## src/rtl/sdram_pwr_pkg.sv

```systemverilog
package sdram_pwr_pkg;

  typedef enum logic [2:0] {
    PS_IDLE    = 3'd0,
    PS_ACTIVE  = 3'd1,
    PS_SUSPEND = 3'd2,
    PS_PDOWN   = 3'd3,
    PS_SREF    = 3'd4,
    PS_DPD     = 3'd5
  } pwr_state_t;

  typedef enum logic [2:0] {
    CK_DESEL   = 3'd0,
    CK_NOP     = 3'd1,
    CK_REFRESH = 3'd2,
    CK_BSTOP   = 3'd3,
    CK_MODESET = 3'd4,
    CK_OTHER   = 3'd5
  } cmd_kind_t;

  function automatic logic cmd_is_quiet(cmd_kind_t k);
    return (k == CK_DESEL) || (k == CK_NOP);
  endfunction

  function automatic logic state_is_lowpower(pwr_state_t s);
    return (s == PS_PDOWN) || (s == PS_SREF) || (s == PS_DPD);
  endfunction

endpackage

```

## src/rtl/sdram_cmd_decode.sv

```systemverilog
module sdram_cmd_decode
  import sdram_pwr_pkg::*;
(
  input  logic      cs_n,
  input  logic      ras_n,
  input  logic      cas_n,
  input  logic      we_n,
  output cmd_kind_t kind
);

  logic [2:0] strobes;
  assign strobes = {ras_n, cas_n, we_n};

  always_comb begin
    if (cs_n) begin
      kind = CK_DESEL;
    end else begin
      unique case (strobes)
        3'b111:  kind = CK_NOP;
        3'b001:  kind = CK_REFRESH;
        3'b110:  kind = CK_BSTOP;
        3'b000:  kind = CK_MODESET;
        default: kind = CK_OTHER;
      endcase
    end
  end

endmodule

```

## src/rtl/cke_history.sv

```systemverilog
module cke_history #(
  parameter logic RESET_LEVEL = 1'b1
) (
  input  logic clk,
  input  logic rst_n,
  input  logic cke,
  output logic cke_prev
);

  always_ff @(posedge clk) begin
    if (!rst_n) cke_prev <= RESET_LEVEL;
    else        cke_prev <= cke;
  end

endmodule

```

## src/rtl/exit_guard_timer.sv

```systemverilog
module exit_guard_timer #(
  parameter int unsigned GUARD_CYCLES = 25000
) (
  input  logic clk,
  input  logic rst_n,
  input  logic start,
  input  logic cke,
  output logic busy
);

  localparam int unsigned CNT_W = $clog2(GUARD_CYCLES + 1);
  localparam logic [CNT_W-1:0] RELOAD = CNT_W'(GUARD_CYCLES);

  logic [CNT_W-1:0] remain;

  always_ff @(posedge clk) begin
    if (!rst_n) begin
      remain <= '0;
    end else if (start) begin
      remain <= RELOAD;
    end else if (remain != '0) begin
      if (!cke) remain <= RELOAD;
      else      remain <= remain - 1'b1;
    end
  end

  assign busy = (remain != '0);

endmodule

```

## src/rtl/pwr_state_fsm.sv

```systemverilog
module pwr_state_fsm
  import sdram_pwr_pkg::*;
(
  input  logic       clk,
  input  logic       rst_n,
  input  logic       cke,
  input  logic       cke_prev,
  input  cmd_kind_t  cmd,
  input  logic       banks_idle,
  input  logic       guard_busy,
  output pwr_state_t state,
  output logic       guard_start,
  output logic       illegal_q,
  output logic       invalid_q
);

  pwr_state_t nxt;
  pwr_state_t base_state;
  logic       quiet;
  logic       ill_d;
  logic       inv_d;
  logic       falling;
  logic       rising;

  assign quiet      = cmd_is_quiet(cmd);
  assign base_state = banks_idle ? PS_IDLE : PS_ACTIVE;
  assign falling    = cke_prev & ~cke;
  assign rising     = ~cke_prev & cke;

  always_comb begin
    nxt         = state;
    ill_d       = 1'b0;
    inv_d       = 1'b0;
    guard_start = 1'b0;
    unique case (state)
      PS_IDLE, PS_ACTIVE: begin
        if (guard_busy) begin
          nxt = PS_IDLE;
          if (!quiet) ill_d = 1'b1;
        end else begin
          if (cmd == CK_MODESET && !banks_idle) ill_d = 1'b1;
          if (falling) begin
            if (!banks_idle)              nxt = PS_SUSPEND;
            else if (cmd == CK_REFRESH)   nxt = PS_SREF;
            else if (cmd == CK_BSTOP)     nxt = PS_DPD;
            else                          nxt = PS_PDOWN;
          end else begin
            nxt = base_state;
          end
        end
      end
      PS_SUSPEND: begin
        if (cke) nxt = base_state;
      end
      PS_PDOWN, PS_SREF: begin
        if (cke_prev) begin
          inv_d = 1'b1;
        end else if (rising) begin
          if (quiet) nxt = PS_IDLE;
          else       ill_d = 1'b1;
        end
      end
      PS_DPD: begin
        if (cke_prev) begin
          inv_d = 1'b1;
        end else if (rising) begin
          nxt         = PS_IDLE;
          guard_start = 1'b1;
          if (!quiet) ill_d = 1'b1;
        end
      end
      default: nxt = PS_IDLE;
    endcase
  end

  always_ff @(posedge clk) begin
    if (!rst_n) begin
      state     <= PS_IDLE;
      illegal_q <= 1'b0;
      invalid_q <= 1'b0;
    end else begin
      state     <= nxt;
      illegal_q <= ill_d;
      invalid_q <= inv_d;
    end
  end

endmodule

```

## src/rtl/sdram_cke_tracker.sv

```systemverilog
module sdram_cke_tracker
  import sdram_pwr_pkg::*;
#(
  parameter int unsigned GUARD_CYCLES = 25000
) (
  input  logic       clk,
  input  logic       rst_n,
  input  logic       cke,
  input  logic       cs_n,
  input  logic       ras_n,
  input  logic       cas_n,
  input  logic       we_n,
  input  logic       banks_idle,
  output logic [2:0] pwr_state,
  output logic       illegal_cmd,
  output logic       invalid_cke,
  output logic       guard_busy
);

  cmd_kind_t  cmd_k;
  pwr_state_t st;
  logic       cke_prev;
  logic       g_start;

  sdram_cmd_decode dec_i (
    .cs_n  (cs_n),
    .ras_n (ras_n),
    .cas_n (cas_n),
    .we_n  (we_n),
    .kind  (cmd_k)
  );

  cke_history #(.RESET_LEVEL(1'b1)) hist_i (
    .clk      (clk),
    .rst_n    (rst_n),
    .cke      (cke),
    .cke_prev (cke_prev)
  );

  exit_guard_timer #(.GUARD_CYCLES(GUARD_CYCLES)) guard_i (
    .clk   (clk),
    .rst_n (rst_n),
    .start (g_start),
    .cke   (cke),
    .busy  (guard_busy)
  );

  pwr_state_fsm fsm_i (
    .clk         (clk),
    .rst_n       (rst_n),
    .cke         (cke),
    .cke_prev    (cke_prev),
    .cmd         (cmd_k),
    .banks_idle  (banks_idle),
    .guard_busy  (guard_busy),
    .state       (st),
    .guard_start (g_start),
    .illegal_q   (illegal_cmd),
    .invalid_q   (invalid_cke)
  );

  assign pwr_state = st;

endmodule

```

## config.mk

```make
export PLATFORM = sky130hd
export DESIGN_NAME = sdram_cke_tracker
export DESIGN_NICKNAME = d
export VERILOG_FILES = /design/src/rtl/sdram_pwr_pkg.sv /design/src/rtl/sdram_cmd_decode.sv /design/src/rtl/cke_history.sv /design/src/rtl/exit_guard_timer.sv /design/src/rtl/pwr_state_fsm.sv /design/src/rtl/sdram_cke_tracker.sv
export SDC_FILE = /design/constraint.sdc
export NUM_CORES = 1
export LEC_CHECK = 0
export CAP_MARGIN = 10
export CORE_MARGIN = 10
export CORE_UTILIZATION = 25
export CTS_BUF_LIST = sky130_fd_sc_hd__clkbuf_8
export DETAILED_ROUTE_END_ITERATION = 8
export DONT_BUFFER_PORTS = 1
export PLACE_DENSITY = 0.4
export SLEW_MARGIN = 20
export SYNTH_ARGS = -nofsm -noshare
export SYNTH_HDL_FRONTEND = slang
export SYNTH_SLANG_ARGS = --single-unit
```

## constraint.sdc

```tcl
create_clock -name clk -period 2.3 [get_ports clk]
set_clock_uncertainty 0.05 [all_clocks]
set_input_delay 0.115 -clock clk [delete_from_list [all_inputs] [get_ports clk]]
set_output_delay 0.115 -clock clk [all_outputs]
set_load 0.005 [all_outputs]
```

==> impl_metrics.tcl, run 1 <==
set metrics [dict create \
    drt_pass1_iterations 5 \
    status "finished, final reports clean" \
    drc 0 \
    cap_violations 0 \
    synth_area_sq_um 1190 \
    num-fill-cells 499 \
    cts.sinks 21 \
    synth_seq_cells 21 \
    slowest_delay_ns 0.46 \
    fin_crit_ns 2.13 \
    synth_area_leader_cell "dfxtp_1" \
    detail_route.wl_per_cell_microns 15.9 \
    die_h_microns 89.1 \
    synth_area_per_cell_sq_um 8.78 \
    grt_pass1_vias 1067 \
    final.setup.tns_ns 0 \
    arrival_ns 1.97 \
    yosysMostFrequentCell "dfxtp_1" \
    crit_slowest_cell "and4_1" \
    final_layout_size_suffix_gt1_frac 0.144 \
    clk_pin_slew_worst_paths_ns 0.08 \
    num_vias 1050 \
    yosysSeqAreaShare 0.352 \
    synthTopCellsByArea "dfxtp_1 35%, nand3b_1 3.8%, a21oi_1 3.4%" \
    syn-num-nets 146 \
    multiInputGateArea_sq_um 717 \
    yosysWarnings 0 \
    synth_commonest_cells "21 x dfxtp_1, 10 x nor2_1, 9 x nand2_1, 8 x a21oi_1, 7 x o21ai_0" \
    crit_type "register to output port" \
    setup.worst_path.end_class "output port" \
    cp.required_ns 2.13 \
    postCtsSetupBuffers 0 \
    p_leak_nw 0.494 \
    start_util 0.256 \
    drt-initial-drc-count 25 \
    gp_congestion 0.801 \
    post-route-period-util 0.928 \
    rsz0062_at_grt "no" \
    fin_nets 157 \
    crit_chain "inv_1, ha_1, nor4b_1, and4_1, inv_2, buf_4" \
    hpwl_microns 2290 \
    grt_use_total 0.0834 \
    htree_levels 1 \
    hold_class "primary input to register" \
    antenna_found_initial 0 \
    syn_inst 136 \
    hold_violations 0 \
    rows 25 \
    cts_tree "built" \
    drt-total-wl_microns 3180 \
    cp_max_fo 6 \
    routed_via_density 5.25 \
    cts_buffers 3 \
    synth.distinct_cells 51 \
    die_w_microns 89.1 \
    coreArea_sq_um 4660 \
    area_delta_synth_final_pct 14.2 \
    crit_path_start_kind "register" \
    drt.antenna.violating_nets 0 \
    grt_first_pass_wirelength_microns 5200 \
    diodes 0 \
    ys.flop_type "dfxtp_1" \
    clock_path_buffers 2 \
    timing.fmax_mhz 469 \
    grt_max_degree 13 \
    async_reset_ff_frac 0 \
    timing.hold.ws_ns 0.0197 \
    overflow 0 \
    ios 14 \
    setup_violations 0 \
    yosys.area.top_type_share 0.352 \
    register_area_sq_um 420 \
    root_buffer "clkbuf_8" \
    ctsResizeCount 0 \
    hold_buffers 4 \
    dieArea_sq_um 7940 \
    slew_viol_final 0 \
    p_per_area_nw_per_um2 687 \
    clock_latency_ns 0.26 \
    worst_slew_pin_slew_ns 0.609 \
    vdd_drop_max_v 0.000284 \
    synth_edf_count 0 \
    io_buffers 0 \
    relSlewSlack 0.591 \
]
==> logic make-up after synthesis <==
group / Yosys count / share of synthesized area
AND/OR/NAND/NOR: 57 / 0.294
AO/OA/AOI/OAI: 42 / 0.256
flip-flops: 21 / 0.352
buffers and inverters: 10 / 0.0472
XOR/XNOR: 3 / 0.0220
adder cells (fa/ha/maj): 2 / 0.0210
multiplexers: 1 / 0.00839
==> power by group <==
| part | leakage (nW) | internal (mW) | switching (mW) | total [mW] |
|---|---|---|---|---|
| clock | 0.0255 | 0.121 | 0.131 | 0.252 |
| combinational | 0.296 | 0.117 | 0.134 | 0.250 |
| sequential | 0.173 | 0.396 | 0.0380 | 0.434 |
| total | 0.494 | 0.633 | 0.303 | 0.936 |
==> sequential cells by signal, summed over array words and instances, names as in the netlist <==
name,flops
hist_i.cke_prev,1
fsm_i.invalid_q,1
fsm_i.illegal_q,1
fsm_i.state,3
guard_i.remain,15
==> layout make-up <==
| cell class | count | area share |
|---|---|---|
| Clock buffer | 3 | 0.0303 |
| Inverter | 5 | 0.0138 |
| Timing Repair Buffer | 11 | 0.0680 |
| Tap cell | 54 | 0.0496 |
| Multi-Input combinational cell | 105 | 0.526 |
| Clock inverter | 1 | 0.00367 |
| Sequential cell | 21 | 0.309 |
==> per-stage QoR <==
step,instances,setup WS [ns],utilization,total power [mW],cell area [sq um]
floorplan,136,0.547,-,0.617,1190
global placement,192,0.381,0.274,0.686,1280
detailed placement,192,0.296,0.274,0.684,1280
CTS,200,0.175,0.292,0.950,1360
global route,200,0.00601,0.292,0.997,1360
finish,200,0.166,0.292,0.936,1360
==> final timing paths <==
check,end,from,slack [ns],cells after the start
setup / recovery,guard_busy,guard_i.remain[0],0.17,6
hold / removal,guard_i.remain[3],cke,0.02,2
setup reg to reg,guard_i.remain[5],guard_i.remain[0],0.24,7
hold reg to reg,guard_i.remain[9],guard_i.remain[9],0.48,2
==> routing by layer <==
layer  wire [microns]  part of all wire  global-route usage
met4               36             0.011              0.0289
met1             1550              0.49               0.103
met2             1380              0.44               0.125
met3              209             0.066              0.0365
met5                0                 0                   0
==> critical path, delay by kind of cell, from the launching register on <==
family	cells	cell delay, ns
buffers and inverters	3	0.42
adder cells (fa/ha/maj)	1	0.18
AND/OR/NAND/NOR	2	0.78
flip-flops	1	0.33
==> cells in the final DEF, fill, tap and decap left out, types with 3 or more instances in the layout <==
| master | Yosys | final |
|---|---|---|
| nor2b_1 | 3 | 3 |
| nand2_1 | 9 | 9 |
| nand3b_1 | 6 | 6 |
| or3_1 | 4 | 4 |
| o21ai_0 | 7 | 7 |
| a21oi_1 | 8 | 8 |
| clkbuf_8 | 0 | 3 |
| nor3_1 | 3 | 3 |
| dlygate4sd3_1 | 0 | 4 |
| nand2b_1 | 3 | 3 |
| nor2_1 | 10 | 10 |
| dfxtp_1 | 21 | 21 |
| buf_4 | 0 | 7 |
| o21ai_1 | 3 | 3 |
| inv_1 | 4 | 4 |
| a31oi_1 | 6 | 6 |
| nor4_1 | 3 | 3 |
| nand3_1 | 4 | 4 |
Power figures use the tool's default switching activity.
==> run 2, diff against run 1 <==
RECOVER_POWER = 25   (was not set)
==> impl_metrics.tcl, run 2 (synthesis results as in run 1) <==
set metrics [dict create \
    vdd_drop_max_v 0.000284 \
    fin_cells 200 \
    timing.fmax_mhz 469 \
    clock_path_buffers 2 \
    num-fill-cells 499 \
    grt_first_pass_wirelength_microns 5200 \
    routed_via_density 5.25 \
    final.setup.tns_ns 0 \
    arrival_ns 1.97 \
    overflow 0 \
    cts_tree "built" \
    die_h_microns 89.1 \
    use_met2 0.125 \
    top_register "guard_i.remain" \
    hold_class "primary input to register" \
    cp.required_ns 2.13 \
    rows 25 \
    use_met3 0.0365 \
    grt_use_total 0.0834 \
    p_per_area_nw_per_um2 687 \
    relSlewSlack 0.591 \
    root_buffer "clkbuf_8" \
    diodes 0 \
    largest_reg_flops 15 \
    postCtsSetupBuffers 0 \
    met1_usage 0.103 \
    crit_type "register to output port" \
    cp_max_fo 6 \
    start_util 0.256 \
    hold_violations 0 \
    reg.largest.list "guard_i.remain (15), fsm_i.state (3)" \
    cts.sinks 21 \
    grt_pass1_vias 1067 \
    grt_max_degree 13 \
    drt-initial-drc-count 24 \
    rsz0062_at_grt "no" \
    fin_crit_ns 2.13 \
    place_inst 192 \
    drt-total-wl_microns 3180 \
    top_usage_layer "met2" \
    htree_levels 1 \
    coreArea_sq_um 4660 \
    hpwl_microns 2290 \
    io_buffers 0 \
    drc 0 \
    die_w_microns 89.1 \
    final_layout_size_suffix_gt1_frac 0.144 \
    fin_nets 157 \
    status "finished, final reports clean" \
    detail_route.wl_per_cell_microns 15.9 \
    cts_buffers 3 \
    setup_violations 0 \
    antenna_found_initial 0 \
    multiInputGateArea_sq_um 717 \
    slew_viol_final 0 \
    cap_violations 0 \
    clock_latency_ns 0.26 \
    register_area_sq_um 420 \
    drt_pass1_iterations 5 \
    area_delta_synth_final_pct 14.2 \
    drt.antenna.violating_nets 0 \
    num_vias 1050 \
    crit_path_start_kind "register" \
    layout_commonest_cell "dfxtp_1" \
    gp_congestion 0.801 \
    p_leak_nw 0.493 \
    worst_slew_pin_slew_ns 0.609 \
    dieArea_sq_um 7940 \
    final_cell_mix "21 x dfxtp_1, 10 x nor2_1, 9 x nand2_1" \
    post-route-period-util 0.928 \
    clk_pin_slew_worst_paths_ns 0.08 \
    ios 14 \
    setup.worst_path.end_class "output port" \
]
==> run 2: cell types whose count changed in the layout (fill, tap and decap cells not counted) <==
cell    before  now
and2_0       0    1
and2_1       1    0
==> run 2: layout make-up <==
type	count	area share
sequential	21	0.309
clock buffer	3	0.0303
tap	54	0.0496
timing repair buffer	11	0.0680
inverter	5	0.0138
clock inverter	1	0.00367
multi-input combinational	105	0.526
==> run 2: what timing repair did <==
action,in CTS,in global routing
gates resized for setup,0,0
endpoints found under the hold margin,7,0
hold buffers,4,0
==> run 2: worst paths after layout <==
kind	startpoint	end	slack (ns)	cells after the start
worst max register to register	guard_i.remain[0]	guard_i.remain[5]	0.24	7
worst max-delay path	guard_i.remain[0]	guard_busy	0.17	6
worst min register to register	guard_i.remain[9]	guard_i.remain[9]	0.48	2
worst min-delay path	cke	guard_i.remain[3]	0.02	2
==> run 2: worst max-delay path, cell delays in order (launching register included) <==
cell     delay [ns]
dfxtp_1        0.33
inv_1          0.12
ha_1           0.18
nor4b_1        0.32
and4_1         0.46
inv_2          0.14
buf_4          0.16
==> run 2: through the flow <==
stage	utilization	hold WS (ns)	setup WS [ns]	cell area [sq um]	total power [mW]
after floorplan	-	0.249	0.547	1190	0.617
after global placement	0.274	0.164	0.381	1280	0.686
after detailed placement	0.274	0.155	0.296	1280	0.684
after CTS	0.292	0.00905	0.175	1360	0.950
after global routing	0.292	0.0270	0.00601	1360	0.997
final	0.292	0.0197	0.166	1360	0.936
==> run 2: metal layers <==
metal  vias to the layer above  share of wire  routed length [microns]
li1                        533              -                        -
met5                         -              0                        0
met1                       490           0.49                     1550
met3                         5          0.066                      209
met4                         0          0.011                       36
met2                        22           0.44                     1380
==> run 2: power breakdown <==
group          internal [mW]  switching (mW)  leakage (nW)
logic                  0.117           0.134         0.295
registers              0.396          0.0380         0.173
clock network          0.121           0.131        0.0255
==> run 3, diff against run 2 <==
REMOVE_ABC_BUFFERS = 1   (was not set)
==> impl_metrics.tcl, run 3 (synthesis results as in run 1) <==
set metrics [dict create \
    area_delta_synth_final_pct 13.0 \
    root_buffer "clkbuf_8" \
    cp_max_fo 10 \
    rsz0062_at_grt "no" \
    fin_crit_ns 2.06 \
    grt_pass1_vias 1076 \
    cp.required_ns 2.40 \
    grt_use_total 0.0845 \
    final.setup.tns_ns 0 \
    slew_viol_final 0 \
    final_layout_size_suffix_gt1_frac 0.139 \
    crit_path_start_kind "register" \
    die_w_microns 89.1 \
    grt_max_degree 13 \
    arrival_ns 2.16 \
    routed_via_density 5.37 \
    post-route-period-util 0.896 \
    fin_nets 155 \
    rows 25 \
    post-place-ws_ns 0.155 \
    final_cell_mix "21 x dfxtp_1, 10 x nor2_1, 9 x nand2_1" \
    postLayoutSetupSlackWorst_ns 0.239 \
    drt_pass1_iterations 5 \
    htree_levels 1 \
    coreArea_sq_um 4660 \
    overflow 0 \
    status "finished, final reports clean" \
    multiInputGateArea_sq_um 718 \
    crit_type "register to register" \
    reg2reg_depth 7 \
    vdd_drop_max_v 0.000221 \
    largest_reg_flops 15 \
    layout_commonest_cell "dfxtp_1" \
    register_area_sq_um 420 \
    drc 0 \
    timing.fmax_mhz 485 \
    die_h_microns 89.1 \
    ios 14 \
    num-fill-cells 481 \
    top_register "guard_i.remain" \
    r2r_end "guard_i.remain[11]" \
    detail_route.wl_per_cell_microns 15.6 \
    start_util 0.256 \
    hold_end "fsm_i.illegal_q" \
    placed_area_sq_um 1260 \
    hold_class "primary input to register" \
    relSlewSlack 0.535 \
    dieArea_sq_um 7940 \
    cts_buffers 3 \
    num_vias 1064 \
    postCtsSetupBuffers 0 \
    p_per_area_nw_per_um2 691 \
    drt-total-wl_microns 3090 \
    clk_pin_slew_worst_paths_ns 0.08 \
    setup.worst_path.end_class "register" \
    worst_slew_pin_slew_ns 0.693 \
    worstHoldStart "cs_n" \
    clock_path_buffers 2 \
    antenna_found_initial 0 \
    gp_congestion 0.738 \
    drt-initial-drc-count 97 \
    p_leak_nw 0.485 \
    hold_depth 2 \
    diodes 0 \
    rr_startpoint "guard_i.remain[0]" \
    fin_util 0.289 \
    clock_latency_ns 0.27 \
    hpwl_microns 2270 \
    cts.sinks 21 \
    drt.antenna.violating_nets 0 \
    cap_violations 0 \
    io_buffers 0 \
    setup_violations 0 \
    grt_first_pass_wirelength_microns 5280 \
    reg.largest.list "guard_i.remain (15), fsm_i.state (3)" \
    hold_violations 0 \
    design_area_sq_um 1350 \
    rrSetupSlack_ns 0.24 \
    cts_tree "built" \
]
run 3: stage by stage:
step	cells	total power, mW	hold slack [ns]
2_1_floorplan	131	0.604	0.134
3_3_place_gp	190	0.679	0.141
3_5_place_dp	190	0.676	0.140
4_1_cts	197	0.938	0.00429
5_1_grt	198	0.992	0.0183
6_report	198	0.931	0.0223
run 3: power breakdown:
part           total, mW  internal [mW]  leakage [nW]  switching [mW]
Combinational      0.242          0.111         0.287           0.131
Sequential         0.434          0.396         0.173          0.0384
Clock              0.256          0.121        0.0255           0.135
run 3: worst max path at each step:
stage,from,endpoint,depth (start not counted)
2_1_floorplan,guard_i.remain[0],fsm_i.illegal_q,7
3_3_place_gp,guard_i.remain[0],guard_i.remain[3],7
3_5_place_dp,guard_i.remain[0],guard_i.remain[3],7
4_1_cts,guard_i.remain[0],guard_i.remain[11],7
5_1_grt,guard_i.remain[1],guard_i.remain[9],7
6_report,guard_i.remain[0],guard_i.remain[11],7
run 3: metal layers:
layer / wire (microns) / vias to the layer above / part of all wire / GRT usage
li1: - / 533 / - / -
met1: 1470 / 512 / 0.48 / 0.104
met5: 0 / - / 0 / 0
met4: 70 / 0 / 0.023 / 0.0434
met2: 1500 / 14 / 0.49 / 0.138
met3: 42 / 5 / 0.014 / 0.0137
run 3: layout make-up:
cell class | instances | share of cell area
Clock inverter | 1 | 0.00371
Multi-Input combinational cell | 105 | 0.532
Tap cell | 54 | 0.0501
Timing Repair Buffer | 9 | 0.0575
Clock buffer | 3 | 0.0306
Sequential cell | 21 | 0.312
Inverter | 5 | 0.0139
run 3: repair_timing:
item,4_1_cts,5_1_grt
resized for setup,0,1
hold buffers,3,1
endpoints found under the hold margin,8,1
endpoints found under the setup margin,0,11
run 3: worst max-delay path, cell delays in order (launching register included):
cell	delay, ns
dfxtp_1	0.33
inv_1	0.11
ha_1	0.18
nor4b_1	0.42
and4_2	0.46
buf_4	0.21
or3_1	0.12
a21oi_1	0.06
